$ cat config.mk
export PLATFORM = sky130hd
export DESIGN_NAME = vdig_cfg_bank
export DESIGN_NICKNAME = d
export VERILOG_FILES = /design/src/rtl/vdig_cfg_pkg.sv /design/src/rtl/gain_slot.sv /design/src/rtl/offset_slot.sv /design/src/rtl/cfg_read_mux.sv /design/src/rtl/vdig_cfg_bank.sv
export SDC_FILE = /design/constraint.sdc
export NUM_CORES = 1
export LEC_CHECK = 0
export ABC_CLOCK_PERIOD_IN_PS = 6640
export BUFFER_PORTS_ARGS = -buffer_cell sky130_fd_sc_hd__buf_2
export CORE_MARGIN = 5
export CORE_UTILIZATION = 45
export DETAILED_ROUTE_END_ITERATION = 10
export GPL_TIMING_DRIVEN = 0
export PLACE_DENSITY = 0.64
export SYNTH_ARGS = -nofsm -noshare
export SYNTH_HDL_FRONTEND = slang
export SYNTH_SLANG_ARGS = --single-unit
export TNS_END_PERCENT = 10
$ cat constraint.sdc
create_clock -name clk -period 6.64 [get_ports clk]
set_clock_uncertainty 0.15 [all_clocks]
set_input_delay 1.66 -clock clk [delete_from_list [all_inputs] [get_ports clk]]
set_output_delay 1.66 -clock clk [all_outputs]
set_load 0.05 [all_outputs]
$ cat src/rtl/vdig_cfg_pkg.sv
package vdig_cfg_pkg;
  localparam logic [7:0] ADR_PHASE = 8'h04;
  localparam logic [7:0] ADR_GAIN0 = 8'h05;
  localparam logic [7:0] ADR_OFS0  = 8'h0B;
  localparam int         CH_STEP   = 2;
endpackage

$ cat src/rtl/gain_slot.sv
module gain_slot #(
  parameter int         DW     = 8,
  parameter int         W      = 7,
  parameter logic [W-1:0] DEF  = 7'd64,
  parameter logic [7:0] SH_ADR = 8'h05
) (
  input  logic          clk,
  input  logic          rst,
  input  logic          wr_en,
  input  logic [7:0]    addr,
  input  logic [DW-1:0] wdata,
  output logic [W-1:0]  shad,
  output logic [W-1:0]  live
);
  localparam logic [7:0] CM_ADR = SH_ADR + 8'd1;

  logic hit_sh, hit_cm, cm_zero;
  assign hit_sh  = wr_en && (addr == SH_ADR);
  assign hit_cm  = wr_en && (addr == CM_ADR);
  assign cm_zero = (wdata == '0);

  always_ff @(posedge clk) begin
    if (rst) begin
      shad <= DEF;
      live <= DEF;
    end else begin
      if (hit_sh)            shad <= wdata[W-1:0];
      if (hit_cm && cm_zero) live <= shad;
    end
  end

  // no committing write, live gain holds
  a_r2_gain_hold: assert property (@(posedge clk) disable iff (rst)
    !(wr_en && addr == CM_ADR && wdata == '0) |=> $stable(live));
  // zero commit moves the shadow to live
  a_r3_commit_copy: assert property (@(posedge clk) disable iff (rst)
    (wr_en && addr == CM_ADR && wdata == '0) |=> (live == $past(shad)));
  // non-zero commit keeps both live and shadow
  a_r4_nonzero_keep: assert property (@(posedge clk) disable iff (rst)
    (wr_en && addr == CM_ADR && wdata != '0) |=> ($stable(live) && $stable(shad)));
endmodule

$ cat src/rtl/offset_slot.sv
module offset_slot #(
  parameter int           DW      = 8,
  parameter int           W       = 9,
  parameter logic [W-1:0] DEF     = 9'd256,
  parameter logic [7:0]   HI_ADR  = 8'h0B
) (
  input  logic          clk,
  input  logic          rst,
  input  logic          wr_en,
  input  logic [7:0]    addr,
  input  logic [DW-1:0] wdata,
  output logic [W-1:0]  shad,
  output logic [W-1:0]  live
);
  localparam logic [7:0] LO_ADR = HI_ADR + 8'd1;

  logic hit_hi, hit_lo;
  assign hit_hi = wr_en && (addr == HI_ADR);
  assign hit_lo = wr_en && (addr == LO_ADR);

  always_ff @(posedge clk) begin
    if (rst) begin
      shad <= DEF;
      live <= DEF;
    end else begin
      if (hit_hi) shad[W-1:1] <= wdata[W-2:0];
      if (hit_lo) begin
        shad[0] <= wdata[DW-1];
        live    <= {shad[W-1:1], wdata[DW-1]};
      end
    end
  end

  // an upper-byte write never touches the live offset
  a_r5_hi_held: assert property (@(posedge clk) disable iff (rst)
    hit_hi |=> $stable(live));
  // low write sets live bit 0 from data bit 7
  a_r6_lo_commit: assert property (@(posedge clk) disable iff (rst)
    hit_lo |=> (live[0] == $past(wdata[DW-1])));
  // without a low write the live offset holds
  a_r6_no_lo_hold: assert property (@(posedge clk) disable iff (rst)
    !hit_lo |=> $stable(live));
endmodule

$ cat src/rtl/cfg_read_mux.sv
module cfg_read_mux
  import vdig_cfg_pkg::*;
#(
  parameter int DW  = 8,
  parameter int NCH = 3,
  parameter int PW  = 5,
  parameter int GW  = 7,
  parameter int OW  = 9
) (
  input  logic [7:0]              addr,
  input  logic [PW-1:0]           phase,
  input  logic [NCH-1:0][GW-1:0]  gsh,
  input  logic [NCH-1:0][OW-1:0]  osh,
  output logic [DW-1:0]           rd
);
  always_comb begin
    rd = '0;
    if (addr == ADR_PHASE) rd[DW-1 -: PW] = phase;
    for (int c = 0; c < NCH; c++) begin
      if (addr == ADR_GAIN0 + 8'(CH_STEP * c))        rd[GW-1:0] = gsh[c];
      if (addr == ADR_OFS0 + 8'(CH_STEP * c))         rd = osh[c][OW-1:1];
      if (addr == ADR_OFS0 + 8'(CH_STEP * c + 1))     rd[DW-1] = osh[c][0];
    end
  end
endmodule

$ cat src/rtl/vdig_cfg_bank.sv
module vdig_cfg_bank
  import vdig_cfg_pkg::*;
#(
  parameter int DW       = 8,
  parameter int PW       = 5,
  parameter int GW       = 7,
  parameter int OW       = 9,
  parameter int PH_DEF   = 16,
  parameter int GAIN_DEF = 64,
  parameter int OFS_DEF  = 256
) (
  input  logic          clk,
  input  logic          rst,
  input  logic          wr_en,
  input  logic [7:0]    addr,
  input  logic [DW-1:0] wdata,
  output logic [DW-1:0] rdata,
  output logic [PW-1:0] phase,
  output logic [GW-1:0] gain_r,
  output logic [GW-1:0] gain_g,
  output logic [GW-1:0] gain_b,
  output logic [OW-1:0] offset_r,
  output logic [OW-1:0] offset_g,
  output logic [OW-1:0] offset_b
);
  localparam int NCH = 3;

  logic [PW-1:0]          phase_q;
  logic [NCH-1:0][GW-1:0] g_sh, g_lv;
  logic [NCH-1:0][OW-1:0] o_sh, o_lv;
  logic [DW-1:0]          rd_c;

  always_ff @(posedge clk) begin
    if (rst) phase_q <= PW'(PH_DEF);
    else if (wr_en && addr == ADR_PHASE) phase_q <= wdata[DW-1 -: PW];
  end

  for (genvar c = 0; c < NCH; c++) begin : g_ch
    gain_slot #(
      .DW(DW), .W(GW), .DEF(GW'(GAIN_DEF)),
      .SH_ADR(ADR_GAIN0 + 8'(CH_STEP * c))
    ) u_gain (
      .clk(clk), .rst(rst), .wr_en(wr_en), .addr(addr), .wdata(wdata),
      .shad(g_sh[c]), .live(g_lv[c])
    );
    offset_slot #(
      .DW(DW), .W(OW), .DEF(OW'(OFS_DEF)),
      .HI_ADR(ADR_OFS0 + 8'(CH_STEP * c))
    ) u_ofs (
      .clk(clk), .rst(rst), .wr_en(wr_en), .addr(addr), .wdata(wdata),
      .shad(o_sh[c]), .live(o_lv[c])
    );
  end

  cfg_read_mux #(.DW(DW), .NCH(NCH), .PW(PW), .GW(GW), .OW(OW)) u_rd (
    .addr(addr), .phase(phase_q), .gsh(g_sh), .osh(o_sh), .rd(rd_c)
  );

  always_ff @(posedge clk) begin
    if (rst) rdata <= '0;
    else     rdata <= rd_c;
  end

  assign phase    = phase_q;
  assign gain_r   = g_lv[0];
  assign gain_g   = g_lv[1];
  assign gain_b   = g_lv[2];
  assign offset_r = o_lv[0];
  assign offset_g = o_lv[1];
  assign offset_b = o_lv[2];

  // phase moves only on a phase-address write
  a_r1_phase_hold: assert property (@(posedge clk) disable iff (rst)
    !(wr_en && addr == ADR_PHASE) |=> $stable(phase));
  // a phase write lands from data bits 7:3
  a_r1_phase_load: assert property (@(posedge clk) disable iff (rst)
    (wr_en && addr == ADR_PHASE) |=> (phase == $past(wdata[DW-1 -: PW])));
  // commit addresses read as zero
  a_r7_commit_reads_zero: assert property (@(posedge clk) disable iff (rst)
    (addr == 8'h06 || addr == 8'h08 || addr == 8'h0A) |=> (rdata == '0));
endmodule

==> run summary <==
Synthesis
- dfxtp_1 49%, mux2i_1 14%, nor2_1 7.1%, nand2_1 5.3%, a21oi_1 4.0% — most area-consuming cells after synthesis
- 0 — number of synthesized flops with an enable pin
- dfxtp_1 — cell taking the most area after synthesis
- 0% — Synth async-reset ratio
- 475 — Post-Syn Instances
- 0 — number of warnings printed during yosys synthesis
- 9.20 µm² — syn_area_per_cell
- dfxtp_1 — predominant post-synthesis flop cell
- dfxtp_1 — most frequent cell after synthesis
- 48.6% — area share of the largest cell type after synthesis
- 494 — net count after synthesis
- 106 x dfxtp_1, 83 x nor2_1, 63 x mux2i_1, 62 x nand2_1, 35 x a21oi_1 — most common library cells after synthesis
- 0.00437 mm² — post-synthesis instance area
- 48.6% — sequential element share of the synthesized area
- 106 — flops & latches, synth
- 43 — synth unique cells

Clock network
- yes — clock tree from TritonCTS
- 2 — number of buffers on the longest clock path
- 0.37 ns — Clk Latency, worst-skew pair
- 0.08 ns — clock slew at the register clock pins of the worst setup and hold paths
- 0 — number of buffers added for setup after CTS
- 0 — hold buffer count at cts
- 106 — clock sinks
- 3 — total number of H-tree levels
- 9 — total clock buffers created by CTS
- clkbuf_8 — root buffer cell
- 0 — Gates resized, CTS repair

STA
- 0.302 ns — worst hold slack
- 0 ns — Setup TNS Final
- 51.2% — Rel. slew slack
- 0.730 ns — worst slew pin tran
- 3.52 ns — minimum period implied by the final worst setup slack
- false — RSZ-0062 raised after global routing
- 0 — fin. max-slew vios
- 0 — Final Hold Viols
- 284 MHz — highest attainable clock frequency
- 0 — total setup violations reported at the end of the flow
- 53.0% — Tcrit/Tclk final

Global routing
- 3583 — number of global-route vias before repair
- 17 — pin count of the biggest net entering global routing
- 21.5% — aggregate global-route resource usage
- 0 — grt ovf
- 19400 µm — global-route wire length before repair
- 0 — initial antenna violation count

Setup path
- 6.78 ns — required time of the worst setup path
- in -> reg — Worst Setup Path Type
- addr[2] — timing startpoint of the critical path
- flip-flop — critical path capture point type
- rdata[3]$_SDFF_PP0_ — Crit Reg-Reg Endpoint
- input port — type of element launching the critical path
- 4 — worst reg2reg path depth
- g_ch[2].u_gain.shad[4]$_SDFFE_PP0P_ — worst setup path endpoint
- 3.66 ns — Data arrival, critical path
- 10 — largest driver fanout on the critical path
- 5.23 ns — slack of the worst reg-to-reg path
- g_ch[1].u_ofs.shad[4]$_SDFFE_PP0P_ — worst flop-to-flop path startpoint

Drt
- 268 — drt first-iter violations
- 5.27 — Vias/cell
- 17.6 µm — final routed wire length divided by cell count
- 3681 — via count
- 12300 µm — final WL
- 0 — post-detailed-route DRC marker count
- 4 — First-pass DRT Iterations
- 0 — Antenna Nets Post-Route

Placed design
- 0.900 — last weighted congestion value of the routability-driven placer
- 74 — IO Port Bufs
- 0.00491 mm² — standard cell area after detailed placement
- 9190 µm — placed wire-length estimate

Status
- finished clean — run status

Layout
- 0.00509 mm² — fin area
- 0 — diodes inserted
- 16.4% — area growth from synthesis to layout
- 579 — NumNets Final
- 52.8% — Finished Core Util
- 20.2% — fraction of layout cells with a size suffix above 1

Die
- 109 µm — width of the die
- 0.00964 mm² — area of the core
- 109 µm — height of the die
- 80 — count of boundary I/O pins
- 45.3% — effective utilization at floorplan
- 0.0118 mm² — overall die area
- 36 — row cnt

Min path
- reg -> reg — type of the tightest min-delay check
- 2 — instance count along the most critical hold path

Power and ir drop
- 2.26 nW — Lkg Pwr
- 0.122 mV — largest voltage drop on the vdd net
- 1.06 mW — Final Power
- 208 mW/mm² — power density cells

Job
- 0 — maxcap violations

## report_power, final
part           internal, mW  total, mW  switching (mW)
Combinational        0.0134     0.0548          0.0414
Sequential            0.636      0.636        0.000473
Clock                 0.157      0.367           0.211
## worst max-delay path: stages
cell	delay, ns
buf_2	0.11
buf_2	0.18
nor4b_2	0.69
nand2_1	0.31
nor2_1	0.44
nand2_1	0.10
a21oi_1	0.17
## final cells by class
class / count / area (µm²)
fillers: 971 / 4550
flip-flops and latches: 106 / 2120
multi-input cells: 335 / 2100
repair buffers: 74 / 370
well taps: 133 / 166
clock buffers: 12 / 155
plain buffers: 29 / 128
clock inverters: 4 / 26.3
inverters: 5 / 18.8
## layout by cell type (no fill, tap or decap), types with 11 or more instances in the layout
master / count
mux2i_1: 63
nor2_1: 83
buf_2: 80
dfxtp_1: 106
a21oi_1: 35
clkbuf_8: 11
nand2_1: 62
clkbuf_1: 21
## kinds of logic (layout without fill, tap and decap cells)
group	count (synthesis)	after routing	share of synthesized area [%]
flip-flops	106	106	48.6
multiplexers	64	64	14.7
buffers and inverters	34	124	3.35
AND/OR/NAND/NOR	194	194	21.8
AO/OA/AOI/OAI	77	77	11.6
## how the worst min path moves through the flow
stage | start | end | slack [ns]
floorplan | g_ch[1].u_ofs.shad[7]$_SDFFE_PP0P_ | g_ch[1].u_ofs.shad[7]$_SDFFE_PP0P_ | 0.29
global placement | g_ch[0].u_ofs.live[7]$_SDFFE_PP0P_ | g_ch[0].u_ofs.live[7]$_SDFFE_PP0P_ | 0.29
detailed placement | g_ch[0].u_ofs.live[4]$_SDFFE_PP0P_ | g_ch[0].u_ofs.live[4]$_SDFFE_PP0P_ | 0.29
CTS | g_ch[0].u_ofs.live[1]$_SDFFE_PP0P_ | g_ch[0].u_ofs.live[1]$_SDFFE_PP0P_ | 0.30
global route | g_ch[0].u_ofs.live[5]$_SDFFE_PP0P_ | g_ch[0].u_ofs.live[5]$_SDFFE_PP0P_ | 0.32
finish | g_ch[0].u_ofs.live[3]$_SDFFE_PP0P_ | g_ch[0].u_ofs.live[3]$_SDFFE_PP0P_ | 0.30
## metal layers
layer | global-route usage, % | part of all wire [%] | vias up
li1 | - | - | 1819
met1 | 28.9 | 46 | 1727
met2 | 33.8 | 46 | 118
met3 | 5.49 | 7.1 | 17
met4 | 7.21 | 1.7 | 0
met5 | 0 | 0 | -
## registers in the layout (all words and copies together), names as in the netlist
register / flops
g_ch.u_gain.live: 21
g_ch.u_ofs.shad: 24
phase: 5
g_ch.u_ofs.live: 27
rdata: 8
g_ch.u_gain.shad: 21
## metrics by stage
stage | worst slack, ns | cells
global route | 2.84 | 698
finish | 3.12 | 698
detailed placement | 2.77 | 682
CTS | 3.15 | 698
global placement | 2.78 | 682
floorplan | 3.23 | 475
Note: power is estimated with default switching activity, not from simulation.
